<file path="config.mk">
export PLATFORM = sky130hd
export DESIGN_NAME = fsr_field_writer
export DESIGN_NICKNAME = d
export VERILOG_FILES = /design/src/rtl/fsr_pkg.sv /design/src/rtl/fsr_decode.sv /design/src/rtl/fsr_cmd_gen.sv /design/src/rtl/fsr_merge.sv /design/src/rtl/fsr_summary.sv /design/src/rtl/fsr_field_writer.sv
export SDC_FILE = /design/constraint.sdc
export NUM_CORES = 1
export LEC_CHECK = 0
export BUFFER_PORTS_ARGS = -buffer_cell sky130_fd_sc_hd__buf_2
export CAP_MARGIN = 15
export CORE_AREA = 2 2 98 100
export CTS_CLUSTER_DIAMETER = 30
export DETAILED_ROUTE_END_ITERATION = 6
export DIE_AREA = 0 0 100 102
export PLACE_DENSITY = 0.87
export SLEW_MARGIN = 20
export SYNTH_ARGS = -nofsm -noshare
export SYNTH_HDL_FRONTEND = slang
export SYNTH_HIERARCHICAL = 1
export SYNTH_SLANG_ARGS = --single-unit
</file>
<file path="constraint.sdc">
create_clock -name clk_i -period 5.3 [get_ports clk_i]
set_input_delay 0.53 -clock clk_i [delete_from_list [all_inputs] [get_ports clk_i]]
set_output_delay 0.53 -clock clk_i [all_outputs]
set_load 0.01 [all_outputs]
</file>
<file path="src/rtl/fsr_pkg.sv">
package fsr_pkg;
  localparam int unsigned INSN_W   = 32;
  localparam int unsigned REG_W    = 64;
  localparam int unsigned NIB_W    = 4;
  localparam int unsigned FIELDS   = REG_W / NIB_W;
  localparam int unsigned HALF_F   = FIELDS / 2;
  localparam int unsigned FLM_W    = 8;
  localparam int unsigned BF_W     = 3;
  localparam int unsigned SH_W     = BF_W + 1;
  localparam int unsigned OPC_W    = 6;
  localparam int unsigned XO_W     = 10;

  localparam logic [OPC_W-1:0] OPC_FP   = 6'd63;
  localparam logic [XO_W-1:0]  XO_REG   = 10'd711;
  localparam logic [XO_W-1:0]  XO_IMM   = 10'd134;

  localparam int unsigned VX_BIT   = 29;
  localparam int unsigned FEX_BIT  = 30;
  localparam int unsigned EXC_N    = 5;
  localparam int unsigned EN_HI    = 7;
  localparam logic [REG_W-1:0] PROT_MASK = 64'h0000_0000_6000_0000;
  localparam logic [REG_W-1:0] VX_SRC    = 64'h0000_0000_01F8_0700;

  typedef enum logic [1:0] {
    CMD_NONE = 2'd0,
    CMD_REG  = 2'd1,
    CMD_IMM  = 2'd2
  } cmd_kind_e;
endpackage

</file>
<file path="src/rtl/fsr_decode.sv">
module fsr_decode
  import fsr_pkg::*;
(
  input  logic [INSN_W-1:0] insn_i,
  output cmd_kind_e         kind_o,
  output logic              half_o,
  output logic              all_o,
  output logic [FLM_W-1:0]  flm_o,
  output logic [BF_W-1:0]   bf_o,
  output logic [NIB_W-1:0]  imm_o
);
  logic [OPC_W-1:0] opc;
  logic [XO_W-1:0]  xo;
  logic             unused_bits;

  assign opc         = insn_i[31:26];
  assign xo          = insn_i[10:1];
  assign half_o      = insn_i[16];
  assign all_o       = insn_i[25];
  assign flm_o       = insn_i[24:17];
  assign bf_o        = insn_i[21:19];
  assign imm_o       = insn_i[15:12];
  assign unused_bits = ^{insn_i[11], insn_i[0]};

  always_comb begin
    kind_o = CMD_NONE;
    if (opc == OPC_FP) begin
      if (xo == XO_REG)      kind_o = CMD_REG;
      else if (xo == XO_IMM) kind_o = CMD_IMM;
    end
  end
endmodule

</file>
<file path="src/rtl/fsr_cmd_gen.sv">
module fsr_cmd_gen
  import fsr_pkg::*;
#(
  parameter bit WIDE_EN = 1'b1
) (
  input  cmd_kind_e         kind_i,
  input  logic              half_i,
  input  logic              all_i,
  input  logic [FLM_W-1:0]  flm_i,
  input  logic [BF_W-1:0]   bf_i,
  input  logic [NIB_W-1:0]  imm_i,
  input  logic [REG_W-1:0]  src_i,
  output logic [FIELDS-1:0] mask_o,
  output logic [REG_W-1:0]  data_o
);
  localparam logic [FIELDS-1:0] ALL_MASK = WIDE_EN ? {FIELDS{1'b1}}
                                                   : {{HALF_F{1'b0}}, {HALF_F{1'b1}}};
  logic [SH_W-1:0]   sh;
  logic [FIELDS-1:0] mask_raw;

  // field = 8*half + 7 - bf; 7 - bf is the bitwise inverse on 3 bits
  assign sh = {half_i, ~bf_i};

  always_comb begin
    mask_raw = '0;
    data_o   = src_i;
    unique case (kind_i)
      CMD_REG: begin
        if (all_i)       mask_raw = ALL_MASK;
        else if (half_i) mask_raw = {flm_i, {HALF_F{1'b0}}};
        else             mask_raw = {{HALF_F{1'b0}}, flm_i};
      end
      CMD_IMM: begin
        mask_raw = FIELDS'(1) << sh;
        data_o   = REG_W'(imm_i) << {sh, 2'b00};
      end
      default: mask_raw = '0;
    endcase
  end

  if (WIDE_EN) begin : g_wide
    assign mask_o = mask_raw;
  end else begin : g_narrow
    assign mask_o = {{HALF_F{1'b0}}, mask_raw[HALF_F-1:0]};
  end
endmodule

</file>
<file path="src/rtl/fsr_merge.sv">
module fsr_merge
  import fsr_pkg::*;
(
  input  logic [REG_W-1:0]  old_i,
  input  logic [REG_W-1:0]  data_i,
  input  logic [FIELDS-1:0] mask_i,
  output logic [REG_W-1:0]  merged_o
);
  logic [REG_W-1:0] cand;

  // summary bits always come from the old value; recomputed later
  assign cand = (data_i & ~PROT_MASK) | (old_i & PROT_MASK);

  for (genvar f = 0; f < FIELDS; f++) begin : g_fld
    assign merged_o[f*NIB_W +: NIB_W] = mask_i[f] ? cand[f*NIB_W +: NIB_W]
                                                  : old_i[f*NIB_W +: NIB_W];
  end
endmodule

</file>
<file path="src/rtl/fsr_summary.sv">
module fsr_summary
  import fsr_pkg::*;
(
  input  logic [REG_W-1:0] raw_i,
  output logic [REG_W-1:0] fixed_o
);
  logic             vx;
  logic [EXC_N-1:0] exc;
  logic [EXC_N-1:0] ena;
  logic             fex;

  assign vx  = |(raw_i & VX_SRC);
  assign exc = {vx, raw_i[VX_BIT-1 -: EXC_N-1]};
  assign ena = raw_i[EN_HI -: EXC_N];
  assign fex = |(exc & ena);

  always_comb begin
    fixed_o          = raw_i;
    fixed_o[VX_BIT]  = vx;
    fixed_o[FEX_BIT] = fex;
  end
endmodule

</file>
<file path="src/rtl/fsr_field_writer.sv">
module fsr_field_writer
  import fsr_pkg::*;
#(
  parameter bit WIDE_EN = 1'b1
) (
  input  logic              clk_i,
  input  logic              rst_ni,
  input  logic              valid_i,
  input  logic [INSN_W-1:0] insn_i,
  input  logic [REG_W-1:0]  src_i,
  input  logic              fpu_en_i,
  output logic [REG_W-1:0]  status_o,
  output logic              illegal_o,
  output logic              unavail_o
);
  cmd_kind_e         kind;
  logic              half, all_f;
  logic [FLM_W-1:0]  flm;
  logic [BF_W-1:0]   bf;
  logic [NIB_W-1:0]  imm;
  logic [FIELDS-1:0] mask;
  logic [REG_W-1:0]  data, merged, next_s;
  logic [REG_W-1:0]  status_q;
  logic              is_cmd, half_bad, unav_d, ill_d, wr_en;

  fsr_decode u_dec (
    .insn_i (insn_i),
    .kind_o (kind),
    .half_o (half),
    .all_o  (all_f),
    .flm_o  (flm),
    .bf_o   (bf),
    .imm_o  (imm)
  );

  fsr_cmd_gen #(.WIDE_EN(WIDE_EN)) u_gen (
    .kind_i (kind),
    .half_i (half),
    .all_i  (all_f),
    .flm_i  (flm),
    .bf_i   (bf),
    .imm_i  (imm),
    .src_i  (src_i),
    .mask_o (mask),
    .data_o (data)
  );

  fsr_merge u_mrg (
    .old_i    (status_q),
    .data_i   (data),
    .mask_i   (mask),
    .merged_o (merged)
  );

  fsr_summary u_sum (
    .raw_i   (merged),
    .fixed_o (next_s)
  );

  assign is_cmd   = valid_i && (kind != CMD_NONE);
  assign half_bad = half && !WIDE_EN;
  // disabled unit wins over the half-select check
  assign unav_d   = is_cmd && !fpu_en_i;
  assign ill_d    = is_cmd && fpu_en_i && half_bad;
  assign wr_en    = is_cmd && fpu_en_i && !half_bad;

  always_ff @(posedge clk_i or negedge rst_ni) begin
    if (!rst_ni) begin
      status_q  <= '0;
      illegal_o <= 1'b0;
      unavail_o <= 1'b0;
    end else begin
      illegal_o <= ill_d;
      unavail_o <= unav_d;
      if (wr_en) status_q <= next_s;
    end
  end

  assign status_o = status_q;
endmodule

</file>
-- After elaboration in Yosys (flattened, before gate mapping)
Index checks and enable logic that the tools add are counted.
- output and inout bits: 66
- register bits: 65
- bitwise operators: 3
- mux-type cells: 14
- equality and inequality tests: 5
- reductions and logical operators: 20
- shift operators: 2
- operators with widths (cell ; count):
    64-bit 2-to-1 mux ; 1
    64-bit by 31-bit bitwise OR with 64-bit output ; 1
    4-bit by 6-bit left shift with 64-bit output ; 1
    16-bit 2-to-1 mux ; 2
    16-bit one-hot mux with 2 select lines ; 1
    2-bit AND reduction ; 13
    4-bit 2-to-1 mux ; 5
    1-bit by 4-bit left shift with 16-bit output (first input constant) ; 1
    10-bit equality test (second input constant) ; 1
    10-bit by 8-bit equality test with 1-bit output (second input constant) ; 1
    9-bit OR reduction ; 1
    6-bit equality test (second input constant) ; 1
    2-bit 2-to-1 mux ; 3
    5-bit bitwise AND ; 1
    5-bit OR reduction ; 1
    1-bit logical AND ; 3
    3-bit 2-to-1 mux ; 1
    3-bit inverter ; 1
    2-bit by 1-bit equality test with 1-bit output (second input constant) ; 1
    2-bit equality test (second input constant) ; 1
    2-bit nonzero test ; 1
    1-bit logical NOT ; 1
    1-bit 2-to-1 mux ; 1

-- Longest topological paths before layout
- word-level depth: 11
- mapped depth: 15

-- Cells and area by module
Netlist, hierarchy kept.
- modules (own cells, without submodules) (module ; seq. area each (sq um) ; instances ; area an instance (sq um) ; cells an instance):
    fsr_field_writer ; 1626.6 ; 1 ; 2448.6 ; 140
    fsr_cmd_gen ; 0.0 ; 1 ; 1121.1 ; 205
    fsr_merge ; 0.0 ; 1 ; 713.2 ; 64
    fsr_summary ; 0.0 ; 1 ; 526.8 ; 72
    fsr_decode ; 0.0 ; 1 ; 195.2 ; 24

-- Least setup slack after synthesis
OpenSTA, ideal clock, no wires.
- path kind: input-to-reg
- start: in insn_i[5]
- end: reg status_q[30] (netlist: status_o[30])
- cell stages on the path: 14
- required time: 5.175 ns
- library setup time: 0.125 ns
- arrival: 3.736 ns
- path slack: 1.440 ns
- cells stage by stage: nand4bb_1 nor4_2 nor4b_2 ha_1 nand2b_1 buf_1 buf_2 o22ai_1 mux2_1 nor4_1 nand3_1 a21o_1 buf_4 mux2_2
- elaborated cells on any way between the ends: 23
- RTL lines (what ; RTL line ; source):
    from (decl) ; fsr_field_writer.sv:9 ; input logic [INSN_W-1:0] insn_i,
    10-bit by 8-bit equality test with 1-bit output ; fsr_decode.sv:29 ; else if (xo == XO_IMM) kind_o = CMD_IMM;
    2-bit 2-to-1 mux ; fsr_decode.sv:29 ;
    2-bit 2-to-1 mux * ; fsr_decode.sv:28 ; if (xo == XO_REG) kind_o = CMD_REG;
    2-bit 2-to-1 mux * ; fsr_decode.sv:27 ; if (opc == OPC_FP) begin
    net kind[1] ; fsr_field_writer.sv:16 ; cmd_kind_e kind;
    2-bit equality test / 2-bit by 1-bit equality test with 1-bit output (equally long branches) ; fsr_cmd_gen.sv:27 ; unique case (kind_i)
    16-bit one-hot mux with 2 select lines * ; fsr_cmd_gen.sv:27 ;
    net mask[5] ; fsr_field_writer.sv:21 ; logic [FIELDS-1:0] mask;
    4-bit 2-to-1 mux * ; fsr_merge.sv:15 ; assign merged_o[f*NIB_W +: NIB_W] = mask_i[f] ? cand[f*NIB_W +: NIB_W]
    net merged[20] ; fsr_field_writer.sv:22 ; logic [REG_W-1:0] data, merged, next_s;
    9-bit OR reduction * ; fsr_summary.sv:12 ; assign vx = |(raw_i & VX_SRC);
    net u_sum.vx ; fsr_summary.sv:7 ; logic vx;
    5-bit bitwise AND * ; fsr_summary.sv:15 ; assign fex = |(exc & ena);
    5-bit OR reduction * ; fsr_summary.sv:15 ;
    net u_sum.fex ; fsr_summary.sv:10 ; logic fex;
    to (signal assigned) ; fsr_field_writer.sv:75 ; if (wr_en) status_q <= next_s;
    to (decl) ; fsr_field_writer.sv:23 ; logic [REG_W-1:0] status_q;
Mark *: on every way through the listed nets, which the timed path passes. The rest lies on a longest branch.
A chain may end at the register's enable or synchronous reset.

-- Worst setup path in the final report
- start: in insn_i[5]
- end: reg status_q[30] (netlist: status_o[30])
- elaborated cells on any way between the ends: 23
- RTL lines (what ; RTL line):
    10-bit by 8-bit equality test with 1-bit output ; fsr_decode.sv:29
    2-bit 2-to-1 mux ; fsr_decode.sv:29
    2-bit 2-to-1 mux * ; fsr_decode.sv:28
    2-bit 2-to-1 mux * ; fsr_decode.sv:27
    net kind[1] ; fsr_field_writer.sv:16
    2-bit equality test / 2-bit by 1-bit equality test with 1-bit output (equally long branches) ; fsr_cmd_gen.sv:27
    16-bit one-hot mux with 2 select lines * ; fsr_cmd_gen.sv:27
    net mask[5] ; fsr_field_writer.sv:21
    4-bit 2-to-1 mux * ; fsr_merge.sv:15
    net merged[20] ; fsr_field_writer.sv:22
    9-bit OR reduction * ; fsr_summary.sv:12
    net next_s[29] ; fsr_field_writer.sv:22
    5-bit bitwise AND * ; fsr_summary.sv:15
    5-bit OR reduction * ; fsr_summary.sv:15
    net next_s[30] ; fsr_field_writer.sv:22
Marks and branches as above.

==> run summary <==
Total GRT Usage = 0.240
Die Y = 102 um
Fmax = 228 MHz
Number of routed nets with antenna violations = 0
CTS Buf Count = 9
Critical path's largest stage delay = 740 ps
Flop2flop setup slack = 3490 ps
R2r endpoint = status_o[30]$_DFFE_PN0P_
DRC viols = 0
Max Cap Viol = 0
RSZ-0062 raised after global routing = no
Total clock sinks = 65
Leak = 0.00308 uW
Total grt overflow = 0
Final Hold Fails = 0
Synthesized Nets = 601
Synth Cell Area = 4970 um^2
Antenna violations before repair = 0
Top delay family on crit path = simple AND/OR/NAND/NOR gates
Vias per cell = 5.63
Max Slew Vio Count = 0
Crit path capture = status_o[30]$_DFFE_PN0P_
First-pass GRT wire length = 19.0 mm
Crit path arrival time = 4600 ps
Most common cell after layout, fill and taps aside = buf_2
Maximum vdd drop = 0.129 mV
Initial core utilization = 0.546
Crit path buffers/inverters = 1
Final TNS setup = 0 ps
I/O pin cnt = 166
DIE AREA = 10200 um^2
Crit path from = insn_i[5]
Worst Path Required = 5520 ps
Fin crit share = 0.827
Worst path depth = 12
Layout cell share with drive strength beyond 1 = 0.425
Final clock skew = 4.93 ps
PwrDens = 185 nW/um^2
Reg clk slew, reported paths = 70 ps
Post-synthesis cell count = 499
Tightest Pin Transition = 855 ps
Commonest cells after routing, fill and taps aside = buf_2 (160), o22ai_1 (77), mux2_1 (67)
Post-DP Area = 5130 um^2
Layout area overhead = 6.82%
Setup WS post-layout = 918 ps
Largest net degree at the start of global routing = 66
Total wire length = 12.3 mm
Die width = 100 um
Startpoint types = input port
Post-CTS Setup Repair Bufs = 0
Number of global-route vias before repair = 3881
CTS tree = yes
Drt wl/cell = 18.1 um
Hpwl dp = 9.11 mm
Drt first-iter violations = 186
TritonRoute pass-1 iters = 4
Cell Rows = 35
Yosys Warn Count = 6
HP Class = input port to asynchronous set/reset pin
Clk root buf = clkbuf_8
Worst skew pair latency = 330 ps
Clk buf depth = 2
Crit Path Max Fanout = 33
Worst-case reg-to-reg path depth = 5
Critical path class = input port to flip-flop
H-tree depth = 3
Overall Power = 981 uW
Final core occ = 0.583
# setup viols final = 0
Nature of the critical path endpoint = flip-flop
Max-slew headroom = 0.430
Routability Congestion = 0.796
# diodes = 0
Via Count = 3828
# resized after CTS = 0
Placeable Area = 9110 um^2
Worst r2r src = status_o[20]$_DFFE_PN0P_
Critical path, cell by cell = buf_2, nand4bb_1, nor4_2, nor4b_2, ha_2, nand3b_2, o22ai_1, mux2_1, nor4_1, nand3_1, a21o_1, mux2_2
Setup slack at placement = 660 ps
Status = finished, final reports clean
Post-CTS Hold Buffers = 0
Crit path time final = 4380 ps
Mean Syn Cell Area = 9.96 um^2
PortBufs = 160
CP max stage cell = ha_2
Final #Nets = 667
Final instance area = 5310 um^2
-- state kept, by name (all words and copies together), names as in the netlist --
| name | flops |
|---|---|
| status_o | 64 |
| unavail_o | 1 |
-- final cells by class --
cell class              count  area (um^2)
fillers                   779         3800
multi-input cells         261         2290
flip-flops and latches     65         1630
repair buffers            163          823
inverters                  65          244
clock buffers              13          169
well taps                 111          139
clock inverters             2         12.5
-- layer usage --
layer	routed length, um	vias up	part of all wire	track usage
li1	-	1807	-	-
met1	5050	1834	0.41	0.294
met2	5980	168	0.49	0.423
met3	1060	19	0.086	0.0554
met4	216	0	0.018	0.0759
met5	0	-	0	0
-- stage by stage --
step	cells	hold WS (ps)
final	680	393
after global routing	680	394
after CTS	680	393
after detailed placement	665	500
after global placement	665	488
after floorplan	499	234
-- how the worst min path moves through the flow --
stage	from	endpoint	slack, ps	depth (start not counted)
after detailed placement	status_o[29]$_DFFE_PN0P_	status_o[29]$_DFFE_PN0P_	500	1
final	rst_ni	status_o[58]$_DFFE_PN0P_	390	2
after global placement	status_o[29]$_DFFE_PN0P_	status_o[29]$_DFFE_PN0P_	490	1
after global routing	fpu_en_i	unavail_o$_DFF_PN0_	390	2
after floorplan	rst_ni	status_o[0]$_DFFE_PN0P_	230	0
after CTS	fpu_en_i	unavail_o$_DFF_PN0_	390	2
-- power breakdown --
part	switching, uW	internal (uW)
logic	53.6	45.4
registers	0.0000279	496
clock network	181	205
(Power assumes the default switching activity.)
